<file path="src/rtl/flash_gate_pkg.sv">
package flash_gate_pkg;

  typedef enum logic [2:0] {
    CLS_READ,
    CLS_WREN,
    CLS_WRDI,
    CLS_MODIFY,
    CLS_PDOWN,
    CLS_RELPD
  } cmd_class_e;

  localparam logic [7:0] OP_WREN  = 8'h06;
  localparam logic [7:0] OP_WRDI  = 8'h04;
  localparam logic [7:0] OP_PDOWN = 8'hB9;
  localparam logic [7:0] OP_RELPD = 8'hAB;

  localparam int NUM_MOD = 7;
  localparam logic [7:0] MOD_OPS [NUM_MOD] =
    '{8'h02, 8'h20, 8'h52, 8'hD8, 8'hC7, 8'h60, 8'h01};

  function automatic logic is_modify_op(input logic [7:0] c);
    logic m;
    m = 1'b0;
    for (int i = 0; i < NUM_MOD; i++)
      if (c == MOD_OPS[i]) m = 1'b1;
    return m;
  endfunction

endpackage

</file>
<file path="src/rtl/fg_cmd_decode.sv">
module fg_cmd_decode
  import flash_gate_pkg::*;
(
  input  logic [7:0]  code,
  output cmd_class_e  cls
);
  logic [NUM_MOD-1:0] hit;

  for (genvar g = 0; g < NUM_MOD; g++) begin : g_mod
    assign hit[g] = (code == MOD_OPS[g]);
  end

  always_comb begin
    if (|hit) cls = CLS_MODIFY;
    else begin
      case (code)
        OP_WREN:  cls = CLS_WREN;
        OP_WRDI:  cls = CLS_WRDI;
        OP_PDOWN: cls = CLS_PDOWN;
        OP_RELPD: cls = CLS_RELPD;
        default:  cls = CLS_READ;
      endcase
    end
  end
endmodule

</file>
<file path="src/rtl/fg_pwrup_timer.sv">
module fg_pwrup_timer #(
  parameter int PUW_CYCLES = 1000
) (
  input  logic clk,
  input  logic rst_n,
  input  logic supply_ok,
  output logic inhibit
);
  localparam int CW = (PUW_CYCLES < 1) ? 1 : $clog2(PUW_CYCLES + 1);
  localparam logic [CW-1:0] LIMIT = CW'(PUW_CYCLES);

  logic [CW-1:0] cnt;

  always_ff @(posedge clk or negedge rst_n) begin
    if (!rst_n)              cnt <= '0;
    else if (!supply_ok)     cnt <= '0;
    else if (cnt != LIMIT)   cnt <= cnt + 1'b1;
  end

  assign inhibit = !supply_ok || (cnt != LIMIT);
endmodule

</file>
<file path="src/rtl/fg_gate_core.sv">
module fg_gate_core
  import flash_gate_pkg::*;
(
  input  logic       clk,
  input  logic       rst_n,
  input  logic       supply_ok,
  input  logic       cmd_valid,
  input  cmd_class_e cls,
  input  logic       inhibit,
  input  logic       op_done,
  output logic       accept,
  output logic       reject,
  output logic       wel
);
  logic pd, take, wel_n, pd_n;

  always_comb begin
    take  = 1'b1;
    wel_n = wel;
    pd_n  = pd;
    if (op_done) wel_n = 1'b0;
    if (cmd_valid) begin
      if (pd) begin
        take = (cls == CLS_RELPD);
        if (take) pd_n = 1'b0;
      end else begin
        case (cls)
          CLS_WREN: begin
            take = !inhibit;
            if (take) wel_n = 1'b1;
          end
          CLS_WRDI:   wel_n = 1'b0;
          CLS_MODIFY: take  = !inhibit && wel;
          CLS_PDOWN:  pd_n  = 1'b1;
          default:    take  = 1'b1;
        endcase
      end
    end
  end

  always_ff @(posedge clk or negedge rst_n) begin
    if (!rst_n) begin
      wel    <= 1'b0;
      pd     <= 1'b0;
      accept <= 1'b0;
      reject <= 1'b0;
    end else if (!supply_ok) begin
      wel    <= 1'b0;
      pd     <= 1'b0;
      accept <= 1'b0;
      reject <= cmd_valid;
    end else begin
      wel    <= wel_n;
      pd     <= pd_n;
      accept <= cmd_valid && take;
      reject <= cmd_valid && !take;
    end
  end
endmodule

</file>
<file path="src/rtl/flash_cmd_gate.sv">
module flash_cmd_gate
  import flash_gate_pkg::*;
#(
  parameter int PUW_CYCLES = 1000
) (
  input  logic       clk,
  input  logic       rst_n,
  input  logic       supply_ok,
  input  logic       cmd_valid,
  input  logic [7:0] cmd_code,
  input  logic       op_done,
  output logic       cmd_accept,
  output logic       cmd_reject,
  output logic       wel,
  output logic       inhibit
);
  cmd_class_e cls;

  fg_cmd_decode u_dec (
    .code (cmd_code),
    .cls  (cls)
  );

  fg_pwrup_timer #(.PUW_CYCLES(PUW_CYCLES)) u_tmr (
    .clk       (clk),
    .rst_n     (rst_n),
    .supply_ok (supply_ok),
    .inhibit   (inhibit)
  );

  fg_gate_core u_core (
    .clk       (clk),
    .rst_n     (rst_n),
    .supply_ok (supply_ok),
    .cmd_valid (cmd_valid),
    .cls       (cls),
    .inhibit   (inhibit),
    .op_done   (op_done),
    .accept    (cmd_accept),
    .reject    (cmd_reject),
    .wel       (wel)
  );
endmodule

</file>
<file path="config.mk">
export PLATFORM = sky130hd
export DESIGN_NAME = flash_cmd_gate
export DESIGN_NICKNAME = d
export VERILOG_FILES = /design/src/rtl/flash_gate_pkg.sv /design/src/rtl/fg_cmd_decode.sv /design/src/rtl/fg_pwrup_timer.sv /design/src/rtl/fg_gate_core.sv /design/src/rtl/flash_cmd_gate.sv
export SDC_FILE = /design/constraint.sdc
export NUM_CORES = 1
export LEC_CHECK = 0
export CORE_MARGIN = 2
export CORE_UTILIZATION = 58
export CTS_BUF_LIST = sky130_fd_sc_hd__clkbuf_2
export DETAILED_ROUTE_END_ITERATION = 10
export GPL_TIMING_DRIVEN = 0
export PLACE_DENSITY = 0.87
export SETUP_SLACK_MARGIN = 0.15
export SLEW_MARGIN = 10
export SYNTH_ARGS = -nofsm -noshare
export SYNTH_HDL_FRONTEND = slang
export SYNTH_HIERARCHICAL = 1
export SYNTH_SLANG_ARGS = --single-unit
</file>
<file path="constraint.sdc">
create_clock -name clk -period 3.1 [get_ports clk]
set_clock_uncertainty 0.15 [all_clocks]
set_input_delay 0.465 -clock clk [delete_from_list [all_inputs] [get_ports clk]]
set_output_delay 0.465 -clock clk [all_outputs]
set_load 0.02 [all_outputs]
</file>
==> flow_metrics.py <==
metrics = {
    "sta": {
        "rsz0062_at_grt": "no",
        "max_slew.worst_pin.slew_ps": 617.7,
        "fin_crit_sh": 0.8763,
        "hold_slack_ps": 403.9,
        "max_clock_freq_mhz": 368.1,
        "relSlewSlack": 0.5869,
        "setup-tns-final_ps": 0,
        "fin_crit_ps": 2716,
        "setup_viol": 0,
        "drv_slew": 0,
        "hold_violations": 0,
    },
    "clock_tree": {
        "cts.path.max_buffers": 2,
        "worstSkewPairLatency_ps": 270,
        "cts_setup_buffers": 0,
        "cts_made_buffers": 3,
        "cts_tree": "built",
        "cts-root-buf": "clkbuf_2",
        "cts_hold_buffers": 0,
        "path_clk_slew_ps": 150,
        "htreeDepth": 1,
        "cts_sinks": 14,
        "cts-resized-gates": 0,
    },
    "critical_path": {
        "crit_start": "u_tmr/cnt[2]",
        "cp-endpoint": "inhibit",
        "critPathSlowestCell": "clkdlybuf4s50_1",
        "r2r-end": "u_core/wel",
        "critPathCaptureType": "output pin",
        "path_delay_family": "simple AND/OR/NAND/NOR gates",
        "cp_num_cells": 4,
        "critPathKind": "reg2out",
        "crit_arrival_ps": 2100,
        "ff2ff_setup_slack_ps": 1140,
        "worst-path-max-fanout": 7,
        "worstPathRequired_ps": 2480,
        "crit_chain": "or3b_1 -> nor3_4 -> nand2_1 -> clkdlybuf4s50_1",
        "setup.worst_path.start_class": "register",
        "r2r_start": "u_tmr/cnt[2]",
        "crit_buf_inv": 1,
        "r2r_cells": 6,
        "critical-path-max-stage-delay_ps": 570,
    },
    "routing": {
        "vias_per_cell": 6.057,
        "firstDrtPassIters": 4,
        "avgRoutedWirePerCell_um": 13.28,
        "drt-initial-drc-count": 19,
        "drc_errors": 0,
        "wirelength_mm": 1.859,
        "vias": 848,
        "antenna_left": 0,
    },
    "place": {
        "hpwlAfterDp_mm": 1.476,
        "postPlaceCellArea_um2": 1125,
        "globalplace.congestion": 0.9465,
        "numPortBuffers": 15,
    },
    "global_route": {
        "grt_pass1_wl_mm": 3.077,
        "grt_usage": 0.2107,
        "grt_max_degree": 15,
        "antenna_found_initial": 0,
        "gr-total-overflow": 0,
        "grt_pass1_vias": 778,
    },
    "final_layout": {
        "regArea_um2": 350.3,
        "multiInputGateArea_um2": 573.1,
        "fill_cells": 114,
        "drive_above_1_share": 0.1129,
        "area_growth_pct": 19.79,
        "utilization": 0.7504,
        "fin_area_um2": 1144,
        "nets": 140,
        "num_antenna_cells": 0,
    },
    "power": {
        "p_comb_frac": 0.171,
        "p_switching_w": 0.00009461,
        "powerDensity_nw_per_um2": 296.2,
        "p_sw_frac": 0.2793,
        "p_int_w": 0.0002441,
        "p_leak_nw": 0.4549,
        "pwr-share-seq": 0.567,
        "ir_drop_uv": 195.8,
        "power_frac_clock": 0.262,
    },
    "die": {
        "fp.dieH_um": 44.57,
        "initial_core_util": 0.6264,
        "die_area_um2": 1986,
        "rows": 14,
        "die-width_um": 44.57,
        "io_pins": 17,
        "core_um2": 1524,
    },
    "hold_path": {
        "min_path_type": "in2async",
    },
    "synth": {
        "synth_cells": 105,
        "synth_cell_types": 41,
        "synth_fp_nets": 120,
        "synth_top_area_cell": "dfrtp_1",
        "yosysWarnings": 6,
        "syn_area_um2": 954.7,
        "synth.area.top_cells": "dfrtp_1 (37%), nand2_1 (4.7%), mux2i_1 (4.2%)",
        "ys_seq_area_frac": 0.3670,
        "synth_seq_cells": 14,
        "synth_top_area_share": 0.3670,
        "postSynthAreaPerCell_um2": 9.092,
    },
    "status": {
        "status": "complete, no violations",
    },
    "run": {
        "cap_violations": 0,
    },
}
per-layer routing:
metal / global-route usage / vias up / routed length, um / share of wire
met5: 0 / - / 0 / 0
met4: 0.09697 / 0 / 0 / 0
met3: 0.02857 / 0 / 111 / 0.060
met2: 0.3768 / 33 / 971 / 0.52
met1: 0.2455 / 389 / 776 / 0.42
li1: - / 426 / - / -
power groups by stage:
stage / clock network (W) / registers (W) / logic [W]
global route: 0.0000987 / 0.000193 / 0.0000637
floorplan: 0 / 0.000196 / 0.0000260
CTS: 0.0000912 / 0.000192 / 0.0000577
detailed placement: 0 / 0.000195 / 0.0000575
global placement: 0 / 0.000195 / 0.0000560
finish: 0.0000887 / 0.000192 / 0.0000580
stage by stage:
| stage | instances | setup slack, ps | power (W) |
|---|---|---|---|
| after floorplan | 105 | 964.6 | 0.0002223 |
| after global routing | 140 | 279.2 | 0.0003553 |
| final | 140 | 383.6 | 0.0003387 |
| after CTS | 140 | 366.0 | 0.0003410 |
| after detailed placement | 136 | 403.5 | 0.0002530 |
| after global placement | 136 | 412.1 | 0.0002512 |
worst register-to-register path: stages (launching register included):
cell      delay, ps
dfrtp_1         470
or3b_1          440
nor3_4          210
nand2_1         140
nor3b_1         200
nand3_1         130
a21boi_2        150
layout by cell type, fill, tap and decap left out, types with 2 or more instances in the layout:
master	instances
inv_1	5
or3_1	4
nor4_1	3
nand2_1	12
dfrtp_1	14
nor3_1	5
o21ai_0	4
xnor2_1	3
a21oi_1	4
nor2_1	2
nand4_1	2
ha_1	2
nand3b_1	4
or4_1	2
nor3b_1	2
o31ai_1	2
mux2i_1	4
nand3_1	5
nand2b_1	4
clkbuf_2	3
clkdlybuf4s50_1	15
sequential cells by signal, summed over array words and instances, names as in the netlist:
register and cells:
u_core/accept 1, u_core/wel 1, u_tmr/cnt 10, u_core/pd 1, u_core/reject 1
cells by family (layout without fill, tap and decap cells):
family,Yosys count,count (layout),share of synthesized area
AND/OR/NAND/NOR,57,57,0.3814
XOR/XNOR,4,4,0.03670
buffers and inverters,8,27,0.03275
flip-flops,14,14,0.3670
adder cells (fa/ha/maj),2,2,0.02621
multiplexers,4,4,0.04194
AO/OA/AOI/OAI,16,16,0.1140
worst min-delay path by stage:
stage / end / from / cells after the start
2_1_floorplan: u_core/accept / rst_n / 0
3_3_place_gp: u_tmr/cnt[9] / u_tmr/cnt[9] / 2
3_5_place_dp: u_tmr/cnt[9] / u_tmr/cnt[9] / 2
4_1_cts: u_tmr/cnt[8] / rst_n / 1
5_1_grt: u_tmr/cnt[8] / rst_n / 1
6_report: u_tmr/cnt[8] / rst_n / 1
synth_stat cells, drive strengths merged:
master	number
xor2	1
and3	1
nor2b	2
o21ai	5
mux2i	4
or2	1
a21boi	1
nor2	3
o211ai	1
or3b	2
or3	4
inv	6
nor3b	2
or4	2
nand4	3
buf	1
nand4bb	1
and4	1
nand2	12
clkbuf	1
nand3	5
a21oi	4
nor3	6
ha	2
xnor2	3
o311ai	1
nand2b	4
dfrtp	14
a31oi	1
a41o	1
nor4	4
o31ai	2
nand3b	4
cell type report:
type | count | share of cell area
clock inverters | 1 | 0.003282
multi-input cells | 83 | 0.5011
repair buffers | 15 | 0.1313
flip-flops and latches | 14 | 0.3063
plain buffers | 2 | 0.007659
clock buffers | 3 | 0.01313
well taps | 16 | 0.01751
inverters | 6 | 0.01969
No activity file was read; power rests on OpenSTA's default activity.
